## config.mk

```make
export PLATFORM = sky130hd
export DESIGN_NAME = raw_temp_conv
export DESIGN_NICKNAME = d
export VERILOG_FILES = /design/src/rtl/rtc_pkg.sv /design/src/rtl/rtc_seg_select.sv /design/src/rtl/rtc_mul_stage.sv /design/src/rtl/rtc_out_stage.sv /design/src/rtl/raw_temp_conv.sv
export SDC_FILE = /design/constraint.sdc
export NUM_CORES = 1
export LEC_CHECK = 0
export ABC_CLOCK_PERIOD_IN_PS = 13150
export BUFFER_PORTS_ARGS = -buffer_cell sky130_fd_sc_hd__buf_2
export CAP_MARGIN = 20
export CORE_UTILIZATION = 48
export CTS_CLUSTER_DIAMETER = 100
export CTS_CLUSTER_SIZE = 30
export DETAILED_ROUTE_END_ITERATION = 10
export MAX_ROUTING_LAYER = met4
export PLACE_DENSITY = 0.65
export SLEW_MARGIN = 0
export SYNTH_ARGS = -nofsm -noshare
export SYNTH_HDL_FRONTEND = slang
export SYNTH_SLANG_ARGS = --single-unit
```

## constraint.sdc

```tcl
create_clock -name clk -period 13.15 [get_ports clk]
set_input_delay 0 -clock clk [delete_from_list [all_inputs] [get_ports clk]]
set_output_delay 0 -clock clk [all_outputs]
set_load 0.01 [all_outputs]
```

## src/rtl/rtc_pkg.sv

```systemverilog
package rtc_pkg;
    typedef enum logic [1:0] {
        SEG_LINEAR,
        SEG_HIGH,
        SEG_LOW_CH0,
        SEG_LOW_CHN
    } seg_e;

    localparam int KNEE_CODE    = 1280;
    localparam int HIGH_SLOPE   = 1191;
    localparam int HIGH_BASE    = 223000;
    localparam int LOW0_SLOPE   = 1452;
    localparam int LOW0_BASE    = 259000;
    localparam int LOWN_SLOPE   = 1590;
    localparam int LOWN_BASE    = 276000;
endpackage

```

## src/rtl/rtc_seg_select.sv

```systemverilog
module rtc_seg_select
    import rtc_pkg::*;
#(
    parameter int RAW_W   = 12,
    parameter int CH_W    = 2,
    parameter int SCALE_W = 11,
    parameter int OUT_W   = 32
) (
    input  logic                    piecewise,
    input  logic [RAW_W-1:0]        raw,
    input  logic [CH_W-1:0]         chan,
    input  logic [SCALE_W-1:0]      cfg_scale,
    input  logic signed [OUT_W-1:0] cfg_offset,
    output logic [SCALE_W-1:0]      slope,
    output logic signed [OUT_W-1:0] base
);
    seg_e seg;

    // segment choice: threshold first, then channel
    always_comb begin
        if (!piecewise)
            seg = SEG_LINEAR;
        else if (int'(raw) >= KNEE_CODE)
            seg = SEG_HIGH;
        else if (chan == '0)
            seg = SEG_LOW_CH0;
        else
            seg = SEG_LOW_CHN;
    end

    always_comb begin
        unique case (seg)
            SEG_LINEAR: begin
                slope = cfg_scale;
                base  = cfg_offset;
            end
            SEG_HIGH: begin
                slope = SCALE_W'(HIGH_SLOPE);
                base  = OUT_W'(HIGH_BASE);
            end
            SEG_LOW_CH0: begin
                slope = SCALE_W'(LOW0_SLOPE);
                base  = OUT_W'(LOW0_BASE);
            end
            default: begin
                slope = SCALE_W'(LOWN_SLOPE);
                base  = OUT_W'(LOWN_BASE);
            end
        endcase
    end
endmodule

```

## src/rtl/rtc_mul_stage.sv

```systemverilog
module rtc_mul_stage #(
    parameter int RAW_W   = 12,
    parameter int SCALE_W = 11,
    parameter int OUT_W   = 32
) (
    input  logic                    clk,
    input  logic                    rst_n,
    input  logic                    in_valid,
    input  logic [RAW_W-1:0]        raw,
    input  logic [SCALE_W-1:0]      slope,
    input  logic signed [OUT_W-1:0] base,
    output logic                    s1_valid,
    output logic                    s1_nodata,
    output logic signed [OUT_W-1:0] s1_prod,
    output logic signed [OUT_W-1:0] s1_base
);
    localparam int PROD_BITS = RAW_W + SCALE_W;

    logic signed [OUT_W-1:0] raw_ext;
    logic signed [OUT_W-1:0] slope_ext;
    logic signed [OUT_W-1:0] prod_next;

    always_comb begin
        raw_ext   = signed'(OUT_W'(raw));
        slope_ext = signed'(OUT_W'(slope));
        prod_next = raw_ext * slope_ext;
    end

    always_ff @(posedge clk) begin
        if (!rst_n) begin
            s1_valid  <= 1'b0;
            s1_nodata <= 1'b0;
            s1_prod   <= '0;
            s1_base   <= '0;
        end else begin
            s1_valid <= in_valid;
            if (in_valid) begin
                s1_nodata <= (raw == '0);
                s1_prod   <= prod_next;
                s1_base   <= base;
            end
        end
    end

    // registered product stays non-negative and within the bits of code times slope
    assert_no_overflow_R10: assert property (@(posedge clk) disable iff (!rst_n)
        s1_valid |-> (s1_prod >= 0 && (s1_prod >>> PROD_BITS) == 0));
endmodule

```

## src/rtl/rtc_out_stage.sv

```systemverilog
module rtc_out_stage #(
    parameter int OUT_W = 32
) (
    input  logic                    clk,
    input  logic                    rst_n,
    input  logic                    s1_valid,
    input  logic                    s1_nodata,
    input  logic signed [OUT_W-1:0] s1_prod,
    input  logic signed [OUT_W-1:0] s1_base,
    input  logic signed [OUT_W-1:0] cfg_deviation,
    output logic                    res_valid,
    output logic                    res_nodata,
    output logic signed [OUT_W-1:0] res_temp
);
    localparam logic signed [OUT_W-1:0] DIVISOR = OUT_W'(10);

    logic signed [OUT_W-1:0] temp_next;

    // the correction term joins only after the division
    always_comb begin
        temp_next = s1_base - (s1_prod / DIVISOR) + cfg_deviation;
    end

    always_ff @(posedge clk) begin
        if (!rst_n) begin
            res_valid  <= 1'b0;
            res_nodata <= 1'b0;
            res_temp   <= '0;
        end else begin
            res_valid <= s1_valid;
            if (s1_valid) begin
                res_nodata <= s1_nodata;
                res_temp   <= s1_nodata ? '0 : temp_next;
            end
        end
    end

    // a no-data result carries a zero temperature
    assert_nodata_zero_R4: assert property (@(posedge clk) disable iff (!rst_n)
        res_nodata |-> (res_temp == '0));

    // without a first-stage result the output holds
    assert_hold_R9: assert property (@(posedge clk) disable iff (!rst_n)
        !s1_valid |=> ($stable(res_temp) && $stable(res_nodata)));
endmodule

```

## src/rtl/raw_temp_conv.sv

```systemverilog
module raw_temp_conv #(
    parameter int RAW_W   = 12,
    parameter int CH_W    = 2,
    parameter int SCALE_W = 11,
    parameter int OUT_W   = 32
) (
    input  logic                    clk,
    input  logic                    rst_n,
    input  logic                    req_valid,
    input  logic [RAW_W-1:0]        req_raw,
    input  logic [CH_W-1:0]         req_chan,
    input  logic                    cfg_piecewise,
    input  logic signed [OUT_W-1:0] cfg_offset,
    input  logic [SCALE_W-1:0]      cfg_scale,
    input  logic signed [OUT_W-1:0] cfg_deviation,
    output logic                    res_valid,
    output logic                    res_nodata,
    output logic signed [OUT_W-1:0] res_temp
);
    logic [SCALE_W-1:0]      slope;
    logic signed [OUT_W-1:0] base;
    logic                    s1_valid;
    logic                    s1_nodata;
    logic signed [OUT_W-1:0] s1_prod;
    logic signed [OUT_W-1:0] s1_base;
    logic [1:0]              since_rst;

    rtc_seg_select #(
        .RAW_W(RAW_W), .CH_W(CH_W), .SCALE_W(SCALE_W), .OUT_W(OUT_W)
    ) u_sel (
        .piecewise (cfg_piecewise),
        .raw       (req_raw),
        .chan      (req_chan),
        .cfg_scale (cfg_scale),
        .cfg_offset(cfg_offset),
        .slope     (slope),
        .base      (base)
    );

    rtc_mul_stage #(
        .RAW_W(RAW_W), .SCALE_W(SCALE_W), .OUT_W(OUT_W)
    ) u_mul (
        .clk      (clk),
        .rst_n    (rst_n),
        .in_valid (req_valid),
        .raw      (req_raw),
        .slope    (slope),
        .base     (base),
        .s1_valid (s1_valid),
        .s1_nodata(s1_nodata),
        .s1_prod  (s1_prod),
        .s1_base  (s1_base)
    );

    rtc_out_stage #(
        .OUT_W(OUT_W)
    ) u_out (
        .clk          (clk),
        .rst_n        (rst_n),
        .s1_valid     (s1_valid),
        .s1_nodata    (s1_nodata),
        .s1_prod      (s1_prod),
        .s1_base      (s1_base),
        .cfg_deviation(cfg_deviation),
        .res_valid    (res_valid),
        .res_nodata   (res_nodata),
        .res_temp     (res_temp)
    );

    // cycles since reset, saturating, so the latency check never looks before reset
    always_ff @(posedge clk) begin
        if (!rst_n)
            since_rst <= '0;
        else if (since_rst != 2'd2)
            since_rst <= since_rst + 2'd1;
    end

    // fixed two-cycle latency from request to result
    assert_latency_R2: assert property (@(posedge clk) disable iff (!rst_n)
        (since_rst == 2'd2) |-> (res_valid == $past(req_valid, 2)));

    // a zero code two cycles back yields no-data
    assert_zero_code_R4: assert property (@(posedge clk) disable iff (!rst_n)
        (since_rst == 2'd2 && $past(req_valid, 2) && $past(req_raw, 2) == '0)
            |-> res_nodata);
endmodule

```

==> flow_metrics.py <==
metrics = {
    "run_status": {
        "status": "completed",
    },
    "clocking": {
        "cts.clk_slew.worst_paths_ns": 0.07,
        "cts_tree": "yes",
        "cts.sink_count": 90,
        "cts_root_buffer": "sky130_fd_sc_hd__clkbuf_16",
        "h-tree-depth": 3,
        "worstSkewPairLatency_ns": 0.36,
        "ctsLongestPathBuffers": 2,
        "cts_made_buffers": 9,
    },
    "job": {
        "drv_cap": 0,
    },
    "timing": {
        "clock_skew_ns": 0.0168,
        "post-route-period-util": 0.943,
        "hold_viol_final": 0,
        "rsz0062_at_grt": "false",
        "max_slew_margin": 0.313,
        "final-max-slew-violation-count": 0,
        "timing.final.ws_setup_ns": 0.743,
        "timing_worst_slew_pin_value_ns": 1.03,
        "setup_viol": 0,
        "finalWorstPathRequiredPeriod_ns": 12.41,
        "max_freq_ghz": 0.0806,
        "setup-tns-final_ns": 0,
    },
    "final_layout": {
        "final_common_cell": "sky130_fd_sc_hd__inv_1",
        "fin_nets": 1963,
        "nFillCells": 2432,
        "antennaDiodeCount": 0,
        "utilization": 0.553,
        "final_cell_mix": "sky130_fd_sc_hd__inv_1 (187), sky130_fd_sc_hd__nor2_1 (134), sky130_fd_sc_hd__buf_2 (126)",
        "layout-area-overhead-vs-synth_pct": 11.7,
        "layout-drive-gt1-share": 0.145,
    },
    "placed_design": {
        "port_buf_inserts": 126,
        "gp_routability_congestion": 0.941,
        "pre_cts_ws_ns": 0.301,
        "detailed_place_hpwl_um": 26000,
    },
    "logic_synthesis": {
        "post_synth_instance_area_um2": 12600,
        "yosysUniqueCellTypes": 106,
        "synth-warning-count": 0,
        "syn-mean-instance-area_um2": 8.01,
        "ys_ff_latch": 90,
        "postSynth.topFlopCell": "sky130_fd_sc_hd__dfxtp_1",
        "synth_seq_area_share": 0.143,
        "postSynthNetCount": 1875,
        "number_of_enable_type_register_cells_in_the_synthesized_netlist": 0,
        "synthArstFlopShare": 0,
        "synthesized_instance_count": 1569,
    },
    "global_routing": {
        "first_pass_grt_wire_length_um": 56200,
        "grtUsageTotal": 0.270,
        "antenna_found_initial": 0,
        "vias_in_the_first_global_route": 11275,
        "grt_residual_overflow": 0,
        "largest_net_degree_at_the_start_of_global_routing": 84,
    },
    "setup_path": {
        "end_kind": "flop",
        "cp.depth": 53,
        "timing.setup.critical_path_class": "reg2reg",
        "cp-endpoint": "u_out.res_temp[30]$_SDFFE_PN0P_",
        "cp_slowest_cell": "sky130_fd_sc_hd__or4_4",
        "r2r_setup_slack_ns": 0.74,
        "cpLargestDelayFamily": "compound AO/OA/AOI/OAI gates",
        "reg2reg_from": "u_mul.s1_prod[21]$_SDFFE_PN0P_",
        "r2r.worst_path.cells": 53,
        "worstReg2RegEnd": "u_out.res_temp[30]$_SDFFE_PN0P_",
        "timing.critical_path.mode_cell": "sky130_fd_sc_hd__a21oi_1",
        "crit_arrival_ns": 12.62,
        "setup.worst_path.start_class": "flop",
        "critical_path_required_ns": 13.36,
        "worst_path_largest_cell_delay_ns": 0.58,
        "path_buf_inv": 2,
        "worst-path-max-fanout": 13,
        "timing.critical_path.from": "u_mul.s1_prod[21]$_SDFFE_PN0P_",
    },
    "die": {
        "fp.coreArea_um2": 25400,
        "die_w_um": 164,
        "die-area_um2": 26800,
        "core.rowCount": 58,
        "dieHeight_um": 164,
        "ioPinCount": 127,
        "floorplan.initialDensity": 0.495,
    },
    "drt": {
        "post-route-drc-count": 0,
        "drt_pre_antenna_iters": 6,
        "ant_nets": 0,
        "detailroute.via_count": 11592,
        "drt_initial_violations": 681,
        "drt_wl_total_um": 34200,
        "avgViaCountPerCell": 5.82,
        "wl_per_cell_um": 17.1,
    },
    "worst_hold_path": {
        "timing.hold.worst.class": "in2reg",
    },
}
## cell usage after synthesis (5+ instances only)
cell	instances	share of area
sky130_fd_sc_hd__o21bai_1	24	0.014
sky130_fd_sc_hd__a22o_1	5	0.0035
sky130_fd_sc_hd__inv_1	188	0.056
sky130_fd_sc_hd__nor4_1	11	0.0055
sky130_fd_sc_hd__and2_1	57	0.028
sky130_fd_sc_hd__o221ai_1	5	0.0035
sky130_fd_sc_hd__o21a_1	11	0.0066
sky130_fd_sc_hd__nor2b_1	16	0.0080
sky130_fd_sc_hd__and3_1	8	0.0040
sky130_fd_sc_hd__buf_1	6	0.0018
sky130_fd_sc_hd__a31o_2	5	0.0035
sky130_fd_sc_hd__ha_1	104	0.10
sky130_fd_sc_hd__o21ai_1	5	0.0020
sky130_fd_sc_hd__dfxtp_1	90	0.14
sky130_fd_sc_hd__mux2i_1	18	0.014
sky130_fd_sc_hd__clkbuf_1	73	0.022
sky130_fd_sc_hd__nor3_1	23	0.0092
sky130_fd_sc_hd__o211ai_1	22	0.013
sky130_fd_sc_hd__o2111ai_1	11	0.0077
sky130_fd_sc_hd__a21o_1	18	0.011
sky130_fd_sc_hd__a31oi_1	18	0.0090
sky130_fd_sc_hd__a41oi_1	5	0.0035
sky130_fd_sc_hd__or4_1	5	0.0030
sky130_fd_sc_hd__a22oi_1	46	0.027
sky130_fd_sc_hd__o31ai_1	6	0.0036
sky130_fd_sc_hd__nand2_1	125	0.037
sky130_fd_sc_hd__buf_2	13	0.0052
sky130_fd_sc_hd__nand2b_1	16	0.0080
sky130_fd_sc_hd__nand4_1	8	0.0040
sky130_fd_sc_hd__o22ai_1	9	0.0045
sky130_fd_sc_hd__nand3_1	37	0.015
sky130_fd_sc_hd__or2_2	8	0.0040
sky130_fd_sc_hd__nor2_1	135	0.040
sky130_fd_sc_hd__a211oi_1	7	0.0042
sky130_fd_sc_hd__xor2_1	6	0.0042
sky130_fd_sc_hd__a21oi_1	96	0.038
sky130_fd_sc_hd__o32a_1	5	0.0040
sky130_fd_sc_hd__o21ai_0	42	0.017
sky130_fd_sc_hd__fa_1	109	0.17
sky130_fd_sc_hd__xnor2_1	49	0.034
## cell type report
class                           instances  area [um^2]  share of cell area
Inverter                              191          717              0.0510
Sequential cell                        90         1810               0.129
Timing Repair Buffer                  175         1070              0.0763
Clock buffer                           10          239              0.0170
Multi-Input combinational cell       1190         9720               0.692
Tap cell                              330          413              0.0294
Clock inverter                          6         72.6             0.00517
## routing by layer
metal / vias to the layer above / GRT usage / wire length, um
met4: 0 / 0.0728 / 680
met1: 5579 / 0.358 / 15700
li1: 5629 / - / -
met3: 47 / 0.0379 / 1840
met2: 337 / 0.430 / 16000
met5: - / - / 0
## sequential cells by signal, indices dropped and copies added, names as in the netlist
name	count
u_mul.s1_base	32
u_mul.s1_nodata	1
u_mul.s1_prod	22
u_mul.s1_valid	1
u_out.res_nodata	1
u_out.res_temp	32
u_out.res_valid	1
## cells by family (layout without fill, tap and decap cells)
group / after synthesis / count (layout) / synth area share
AND/OR/NAND/NOR: 483 / 483 / 0.190
multiplexers: 22 / 22 / 0.0188
AO/OA/AOI/OAI: 414 / 414 / 0.239
adder cells (fa/ha/maj): 215 / 215 / 0.279
flip-flops: 90 / 90 / 0.143
XOR/XNOR: 56 / 56 / 0.0396
buffers and inverters: 289 / 382 / 0.0906
## per-stage QoR
stage	area, um^2	instances	hold slack [ns]
finish	14000	1992	0.0118
global route	14000	1992	0.0214
CTS	13900	1988	0.00207
detailed placement	13300	1943	0.238
global placement	13300	1943	0.230
floorplan	12600	1569	0.138
## tightest hold or removal path, cell delays in order
cell,delay [ns]
sky130_fd_sc_hd__buf_2,0.10
sky130_fd_sc_hd__o211ai_1,0.08
sky130_fd_sc_hd__a21oi_1,0.14
## worst min-delay path by stage
| stage | end | cells past startpoint | slack (ns) | from |
|---|---|---|---|---|
| after global placement | u_mul.s1_base[24]$_SDFFE_PN0P_ | 3 | 0.23 | cfg_offset[24] |
| after floorplan | u_mul.s1_base[10]$_SDFFE_PN0P_ | 2 | 0.14 | rst_n |
| after global routing | u_mul.s1_base[3]$_SDFFE_PN0P_ | 3 | 0.02 | cfg_offset[3] |
| final | u_mul.s1_base[3]$_SDFFE_PN0P_ | 3 | 0.01 | cfg_offset[3] |
| after detailed placement | u_mul.s1_base[29]$_SDFFE_PN0P_ | 3 | 0.24 | cfg_offset[29] |
| after CTS | u_mul.s1_base[3]$_SDFFE_PN0P_ | 3 | 0.002 | cfg_offset[3] |
## what timing repair did
| item | in CTS | in global routing |
|---|---|---|
| hold buffers | 29 | 0 |
| setup endpoints to repair | 0 | 9 |
| resized for setup | 0 | 26 |
| setup buffers | 0 | 4 |
| hold endpoints to repair | 29 | 0 |
Power is not shown: default switching activity piles up to over one toggle a cycle in this logic, so the estimate is an artifact.
